File: src/rtl/rxp_pkg.sv
// Shared types for the dual-pool receive controller.
// Assumes exactly two pools; pool index is a single bit.
package rxp_pkg;
    typedef enum logic [1:0] {
        PS_FREE = 2'd0,   // empty, available to the writer
        PS_FILL = 2'd1,   // being written by the current frame
        PS_FULL = 2'd2,   // 32 bytes of an unfinished frame, awaiting host
        PS_END  = 2'd3    // holds the end of a frame, awaiting host
    } pool_st_e;

    localparam int STAT_W = 8;
endpackage

File: src/rtl/rxp_pool_mem.sv
// Two-pool byte storage: one synchronous write port, one combinational read port.
// Assumes DEPTH is a power of two; the pool index forms the top address bit.
module rxp_pool_mem #(
    parameter int DATA_W = 8,
    parameter int DEPTH  = 32,
    localparam int AW    = $clog2(DEPTH)
) (
    input  logic              clk,
    input  logic              we,
    input  logic              wpool,
    input  logic [AW-1:0]     waddr,
    input  logic [DATA_W-1:0] wdata,
    input  logic              rpool,
    input  logic [AW-1:0]     raddr,
    output logic [DATA_W-1:0] rdata
);
    logic [DATA_W-1:0] store [2*DEPTH];

    // Write one byte into the selected pool slot.
    always_ff @(posedge clk) begin
        if (we) begin
            store[{wpool, waddr}] <= wdata;
        end
    end

    // Present the byte at the host read position.
    always_comb begin
        rdata = store[{rpool, raddr}];
    end
endmodule

File: src/rtl/rxp_host_port.sv
// Host side: tracks the oldest filled pool, raises its interrupt, walks the
// read position on rd_en and releases the pool on an accepted acknowledge.
// Assumes the writer fills pools in strict alternation.
module rxp_host_port #(
    parameter int DEPTH  = 32,
    parameter int STAT_W = 8,
    localparam int AW    = $clog2(DEPTH)
) (
    input  logic                   clk,
    input  logic                   rst_n,
    input  logic [1:0]             full_vec,
    input  logic [1:0]             end_vec,
    input  logic [1:0][AW-1:0]     end_cnt,
    input  logic [1:0][STAT_W-1:0] end_stat,
    input  logic                   rd_en,
    input  logic                   ack,
    output logic                   rd_pool,
    output logic [AW-1:0]          rd_idx,
    output logic                   ack_take,
    output logic                   irq_pool_full,
    output logic                   irq_msg_end,
    output logic [AW-1:0]          msg_count,
    output logic [STAT_W-1:0]      msg_status
);
    logic pending;

    // Decode the request of the oldest pool and qualify the acknowledge.
    always_comb begin
        irq_pool_full = full_vec[rd_pool];
        irq_msg_end   = end_vec[rd_pool];
        pending       = irq_pool_full | irq_msg_end;
        ack_take      = ack & pending;
        msg_count     = irq_msg_end ? end_cnt[rd_pool]  : '0;
        msg_status    = irq_msg_end ? end_stat[rd_pool] : '0;
    end

    // Advance the read position and switch pools on an accepted acknowledge.
    always_ff @(posedge clk) begin
        if (!rst_n) begin
            rd_pool <= 1'b0;
            rd_idx  <= '0;
        end else if (ack_take) begin
            rd_pool <= ~rd_pool;
            rd_idx  <= '0;
        end else if (rd_en && pending) begin
            rd_idx  <= rd_idx + 1'b1;
        end
    end

    a_r6_one_irq: assert property (@(posedge clk) disable iff (!rst_n)
        !(irq_pool_full && irq_msg_end));

    a_r8_ack_idle_ignored: assert property (@(posedge clk) disable iff (!rst_n)
        (ack && !irq_pool_full && !irq_msg_end) |=> $stable(rd_pool));

    a_r6_ack_moves_pool: assert property (@(posedge clk) disable iff (!rst_n)
        ack_take |=> (rd_pool != $past(rd_pool)) && (rd_idx == '0));
endmodule

File: src/rtl/rx_pool_ctrl.sv
// Dual-pool receive controller top: write-side pool bookkeeping, frame drop
// handling, storage and host port. A pool that reaches DEPTH bytes stays in
// fill state until the frame's next byte shows whether the frame continues.
// Assumes in_valid bytes belong to consecutive frames each closed by in_last.
module rx_pool_ctrl #(
    parameter int DATA_W = 8,
    parameter int DEPTH  = 32,
    localparam int AW    = $clog2(DEPTH),
    localparam int CW    = AW + 1
) (
    input  logic              clk,
    input  logic              rst_n,
    input  logic              in_valid,
    input  logic [DATA_W-1:0] in_data,
    input  logic              in_last,
    input  logic              in_crc_ok,
    input  logic              in_abort,
    input  logic              in_ovf,
    input  logic              rd_en,
    output logic [DATA_W-1:0] rd_data,
    input  logic              ack,
    output logic              irq_pool_full,
    output logic              irq_msg_end,
    output logic [AW-1:0]     msg_count,
    output logic [7:0]        msg_status,
    output logic              frame_lost
);
    import rxp_pkg::*;

    localparam logic [CW-1:0] FULL_LVL = CW'(DEPTH);

    pool_st_e                  pst [2];
    logic                      wr_pool;
    logic [CW-1:0]             wcnt;
    logic                      dropping;
    logic [1:0][AW-1:0]        end_cnt;
    logic [1:0][STAT_W-1:0]    end_stat;
    logic [1:0]                full_vec, end_vec;
    logic                      rd_pool, ack_take;
    logic [AW-1:0]             rd_idx;

    logic                      at_full, other_free, cur_free;
    logic                      do_switch, no_space, do_plain, mem_we;
    logic [STAT_W-1:0]         stat_in;
    logic [CW-1:0]             wcnt_inc;

    // Classify the incoming byte against the pool states.
    always_comb begin
        at_full    = (wcnt == FULL_LVL);
        other_free = (pst[~wr_pool] == PS_FREE);
        cur_free   = (pst[wr_pool] == PS_FREE);
        do_switch  = in_valid && !dropping && at_full && other_free;
        no_space   = in_valid && !dropping &&
                     ((at_full && !other_free) || (wcnt == '0 && !cur_free));
        do_plain   = in_valid && !dropping && !at_full && !no_space;
        mem_we     = do_switch || do_plain;
        stat_in    = {{(STAT_W-3){1'b0}}, in_ovf, in_abort, in_crc_ok};
        wcnt_inc   = wcnt + 1'b1;
    end

    // Export ready flags of both pools to the host port.
    always_comb begin
        for (int p = 0; p < 2; p++) begin
            full_vec[p] = (pst[p] == PS_FULL);
            end_vec[p]  = (pst[p] == PS_END);
        end
    end

    // Write-side state: pool ownership, fill level, drop mode, end reports.
    always_ff @(posedge clk) begin
        if (!rst_n) begin
            pst[0]     <= PS_FREE;
            pst[1]     <= PS_FREE;
            wr_pool    <= 1'b0;
            wcnt       <= '0;
            dropping   <= 1'b0;
            end_cnt    <= '0;
            end_stat   <= '0;
            frame_lost <= 1'b0;
        end else begin
            frame_lost <= 1'b0;
            if (ack_take) begin
                pst[rd_pool] <= PS_FREE;
            end
            if (in_valid && dropping) begin
                if (in_last) begin
                    dropping   <= 1'b0;
                    frame_lost <= 1'b1;
                end
            end else if (no_space) begin
                if (at_full) begin
                    pst[wr_pool] <= PS_FREE;
                end
                wcnt <= '0;
                if (in_last) begin
                    frame_lost <= 1'b1;
                end else begin
                    dropping <= 1'b1;
                end
            end else if (do_switch) begin
                pst[wr_pool] <= PS_FULL;
                if (in_last) begin
                    pst[~wr_pool]      <= PS_END;
                    end_cnt[~wr_pool]  <= AW'(1);
                    end_stat[~wr_pool] <= stat_in;
                    wcnt               <= '0;
                end else begin
                    pst[~wr_pool] <= PS_FILL;
                    wr_pool       <= ~wr_pool;
                    wcnt          <= CW'(1);
                end
            end else if (do_plain) begin
                if (in_last) begin
                    pst[wr_pool]      <= PS_END;
                    end_cnt[wr_pool]  <= wcnt_inc[AW-1:0];
                    end_stat[wr_pool] <= stat_in;
                    wr_pool           <= ~wr_pool;
                    wcnt              <= '0;
                end else begin
                    pst[wr_pool] <= PS_FILL;
                    wcnt         <= wcnt_inc;
                end
            end
        end
    end

    rxp_pool_mem #(
        .DATA_W (DATA_W),
        .DEPTH  (DEPTH)
    ) u_mem (
        .clk   (clk),
        .we    (mem_we),
        .wpool (do_switch ? ~wr_pool : wr_pool),
        .waddr (do_switch ? '0 : wcnt[AW-1:0]),
        .wdata (in_data),
        .rpool (rd_pool),
        .raddr (rd_idx),
        .rdata (rd_data)
    );

    rxp_host_port #(
        .DEPTH  (DEPTH),
        .STAT_W (STAT_W)
    ) u_host (
        .clk           (clk),
        .rst_n         (rst_n),
        .full_vec      (full_vec),
        .end_vec       (end_vec),
        .end_cnt       (end_cnt),
        .end_stat      (end_stat),
        .rd_en         (rd_en),
        .ack           (ack),
        .rd_pool       (rd_pool),
        .rd_idx        (rd_idx),
        .ack_take      (ack_take),
        .irq_pool_full (irq_pool_full),
        .irq_msg_end   (irq_msg_end),
        .msg_count     (msg_count),
        .msg_status    (msg_status)
    );

    a_r4_fill_bound: assert property (@(posedge clk) disable iff (!rst_n)
        wcnt <= FULL_LVL);

    a_r6_writer_owns_fill: assert property (@(posedge clk) disable iff (!rst_n)
        (pst[wr_pool] == PS_FULL || pst[wr_pool] == PS_END) |-> (wcnt == '0));

    a_r7_lost_after_last: assert property (@(posedge clk) disable iff (!rst_n)
        frame_lost |-> $past(in_valid && in_last));
endmodule

File: config.mk
export PLATFORM = sky130hd
export DESIGN_NAME = rx_pool_ctrl
export DESIGN_NICKNAME = d
export VERILOG_FILES = /design/src/rtl/rxp_pkg.sv /design/src/rtl/rxp_pool_mem.sv /design/src/rtl/rxp_host_port.sv /design/src/rtl/rx_pool_ctrl.sv
export SDC_FILE = /design/constraint.sdc
export NUM_CORES = 1
export LEC_CHECK = 0
export BUFFER_PORTS_ARGS = -buffer_cell sky130_fd_sc_hd__buf_2
export CORE_UTILIZATION = 62
export DETAILED_ROUTE_END_ITERATION = 12
export PLACE_DENSITY = 0.85
export SYNTH_ARGS = -nofsm -noshare
export SYNTH_HDL_FRONTEND = slang
export SYNTH_SLANG_ARGS = --single-unit
File: constraint.sdc
create_clock -name clk -period 5.2 [get_ports clk]
set_input_delay 0 -clock clk [delete_from_list [all_inputs] [get_ports clk]]
set_output_delay 0 -clock clk [all_outputs]
set_load 0.1 [all_outputs]
==> impl_metrics.json <==
{
  "grt_remaining_overflow": 0,
  "wirelength_um": 51790,
  "cp-startpoint": "wcnt[0]$_SDFFE_PN0P_",
  "synthTopCellsByArea": "edfxtp_1, mux4_2, mux2i_1",
  "hp-class": "in -> reg",
  "synth_top_area_share_pct": 69.92,
  "cts_buffer_depth": 3,
  "finClkSkew_ns": 0.03335,
  "async_reset_ff_share_pct": 0,
  "synth_cells": 1204,
  "antenna_cells": 0,
  "root_buffer": "clkbuf_16",
  "path_max_fanout": 15,
  "power_leakage_nw": 7.478,
  "clkTransAtPathRegs_ns": 0.07,
  "avgSynthCellArea_um2": 18.33,
  "reg2regPathDepth": 10,
  "setup-violations-final": 0,
  "grt_pass1_vias": 11840,
  "finalCritPeriodShare_pct": 88.01,
  "synth-main-ff-cell": "edfxtp_1",
  "die_x_um": 190.7,
  "p_total_mw": 9.687,
  "end_kind": "flop",
  "cp-endpoint": "u_mem.store[43][1]$_DFFE_PP_",
  "initial_core_util_pct": 63.43,
  "worstPathArrival_ns": 4.78,
  "finalSetupTns_ns": 0,
  "antenna_left": 0,
  "portBuffers": 35,
  "cts_tree": "built",
  "drc": 0,
  "use_met3_pct": 5.686,
  "criticalPathCategory": "reg -> reg",
  "grt_setup_unrepaired": "false",
  "wl_per_cell_um": 29.63,
  "powerDensity_nw_per_um2": 394.7,
  "grt_busiest_layer": "met2",
  "antenna_found_initial": 0,
  "grt_pass1_wl_um": 76890,
  "min_period_ns": 4.576,
  "finalHoldViolCount": 0,
  "grt.total_usage_pct": 29.49,
  "grt_use_met2_pct": 45.66,
  "irDropWorstVdd_uv": 342.8,
  "numCtsBuffers": 51,
  "htreeDepth": 2,
  "cp-start-kind": "flop",
  "required_ns": 5.40,
  "clock-sinks": 548,
  "num_vias": 12240,
  "pin_count": 41,
  "drive_gt1_share_pct": 21.58,
  "clk_latency_ns": 0.60,
  "grt_max_degree": 65,
  "cap_violations": 0,
  "reg2reg_from": "wcnt[0]$_SDFFE_PN0P_",
  "status": "complete, no violations",
  "cts_resized": 0,
  "core_area_um2": 34800,
  "die_h_um": 190.7,
  "worst_pin_slew_ns": 1.048,
  "synth_seq_area_share_pct": 73.01,
  "slew_viol_final": 0,
  "hpwl_um": 29700,
  "synth_edf_count": 514,
  "clock.fmax_mhz": 218.5,
  "fin_nets": 1275,
  "rrSetupSlack_ns": 0.62,
  "relSlewSlack_pct": 29.92,
  "synth_top_cell_by_area": "edfxtp_1",
  "fp-row-count": 68,
  "ys_types": 70,
  "met1_usage_pct": 42.44,
  "die_area_um2": 36360,
  "synthToLayoutAreaGrowth_pct": 11.17,
  "holdPathStages": 2,
  "drt-initial-drc-count": 1624,
  "viasPerCell": 7.000,
  "yosys_warnings": 0,
  "ys_seq_elements": 548,
  "r2r-end": "u_mem.store[43][1]$_DFFE_PP_",
  "first_pass_iters": 6,
  "syn_area_um2": 22070,
  "place_congestion": 0.8571
}
-- synthesized netlist by cell type, types with 3 or more instances --
library cell  count
mux2_2            4
nand2_1          38
mux2i_1          85
clkbuf_1         43
a211o_1           7
nand3b_1          6
nand3_1          18
o22ai_1          19
a221o_1           4
nor2b_1           6
a311oi_1          4
nor2_2            7
dfxtp_1          34
nor3_1            4
o21ai_0          24
ha_1              5
buf_1             6
xor2_1            4
a211oi_1          8
buf_2            23
or2_2             3
inv_1             8
mux4_2          106
a2111oi_0         3
a21oi_1          11
a22o_1            6
edfxtp_1        514
and2_1            4
o311ai_0          4
a31oi_1           3
nand4_1           9
xnor2_1           7
a22oi_1           3
o221ai_1         15
nor2_1           91
or3b_2            5
o211ai_1          4
and3_1            3
or3_1             5
nand2b_1          4
a32o_1            3
buf_4             9
-- worst max-delay path, stage by stage, from the launching register on --
cell and delay [ns]:
dfxtp_1 0.43, inv_1 0.28, ha_1 0.25, or4b_4 0.52, a2111oi_4 0.32, buf_4 0.28, inv_2 0.13, ha_1 0.60
nand3b_1 0.35, or3_1 0.45, nor2_1 0.57
-- per-layer routing --
metal | wire, um | vias to the layer above
li1 | - | 4977
met1 | 19210 | 6109
met2 | 24540 | 1017
met3 | 6129 | 133
met4 | 1910 | 0
met5 | 0 | -
-- cell families after synthesis --
| family | share of synthesized area [%] |
|---|---|
| flops | 73.01 |
| simple gates | 4.841 |
| mux | 14.87 |
| compound gates | 4.625 |
| buf+inv | 1.916 |
| xor+xnor | 0.4364 |
| fa+ha+maj | 0.2834 |
| other cells | 0.01699 |
-- state kept, by name, indices dropped and copies added, names as in the netlist, named ones only --
register        flops
u_mem.store       512
end_cnt            10
end_stat            6
wcnt                6
u_host.rd_idx       5
pst                 4
dropping            1
frame_lost          1
u_host.rd_pool      1
wr_pool             1
-- worst min-delay path by stage --
stage | endpoint | slack (ns) | from
2_1_floorplan | u_mem.store[0][0]$_DFFE_PP_ | 0.1 | in_data[0]
3_3_place_gp | dropping$_SDFFE_PN0P_ | 0.25 | in_valid
3_5_place_dp | dropping$_SDFFE_PN0P_ | 0.27 | in_valid
4_1_cts | u_mem.store[11][0]$_DFFE_PP_ | 0.14 | in_data[0]
5_1_grt | u_mem.store[0][6]$_DFFE_PP_ | 0.14 | in_data[6]
6_report | u_mem.store[11][0]$_DFFE_PP_ | 0.12 | in_data[0]
-- cells in the final DEF (no fill, tap or decap), types with 5 or more instances in the layout --
master | netlist | routed
buf_4 | 9 | 26
o22ai_1 | 19 | 19
clkbuf_16 | 0 | 52
or3_1 | 5 | 5
nor2b_1 | 6 | 6
conb_1 | 1 | 5
nand3b_1 | 6 | 6
bufinv_16 | 0 | 9
nand3_1 | 18 | 18
a21oi_1 | 11 | 11
nor2_2 | 7 | 7
mux4_2 | 106 | 106
inv_1 | 8 | 8
clkbuf_1 | 43 | 8
buf_2 | 23 | 35
a22o_1 | 6 | 6
ha_1 | 5 | 5
or3b_2 | 5 | 5
edfxtp_1 | 514 | 514
clkinv_2 | 0 | 11
o221ai_1 | 15 | 15
o21ai_0 | 24 | 24
dlygate4sd3_1 | 0 | 13
clkinv_1 | 0 | 9
nand4_1 | 9 | 9
a211oi_1 | 8 | 8
a211o_1 | 7 | 7
nor2_1 | 91 | 91
dfxtp_1 | 34 | 31
mux2i_1 | 85 | 85
xnor2_1 | 7 | 7
nand2_1 | 38 | 38
-- repair_timing --
action                                 4_1_cts  5_1_grt
endpoints found under the hold margin       24        0
hold buffers                                13        0
buffers inserted                             0        0
-- report_power, final --
| group | switching, mW | leakage [nW] | internal (mW) |
|---|---|---|---|
| registers | 0.0524 | 4.90 | 4.86 |
| logic | 0.613 | 1.72 | 0.278 |
| clock network | 1.60 | 0.855 | 2.28 |
-- area by class of cell --
| class | instances | area (um2) |
|---|---|---|
| Multi-Input combinational cell | 568 | 5557 |
| Inverter | 9 | 33.78 |
| Clock inverter | 33 | 401.6 |
| Timing Repair Buffer | 75 | 520.5 |
| Clock buffer | 60 | 1331 |
| Fill cell | 1950 | 10260 |
| Sequential cell | 548 | 16130 |
| Tap cell | 455 | 569.3 |
-- through the flow --
stage / hold slack, ns / area, um2 / setup slack (ns) / utilization, % / std cells
after floorplan: 0.09887 / 22090 / 1.060 / - / 1208
after global placement: 0.2509 / 22680 / 0.9968 / 65.17 / 1642
after detailed placement: 0.2655 / 22680 / 0.8009 / 65.17 / 1642
after CTS: 0.1404 / 24540 / 0.6639 / 70.52 / 1748
after global routing: 0.1424 / 24540 / 0.4632 / 70.52 / 1748
final: 0.1154 / 24540 / 0.6235 / 70.52 / 1748
(Power assumes the default switching activity.)
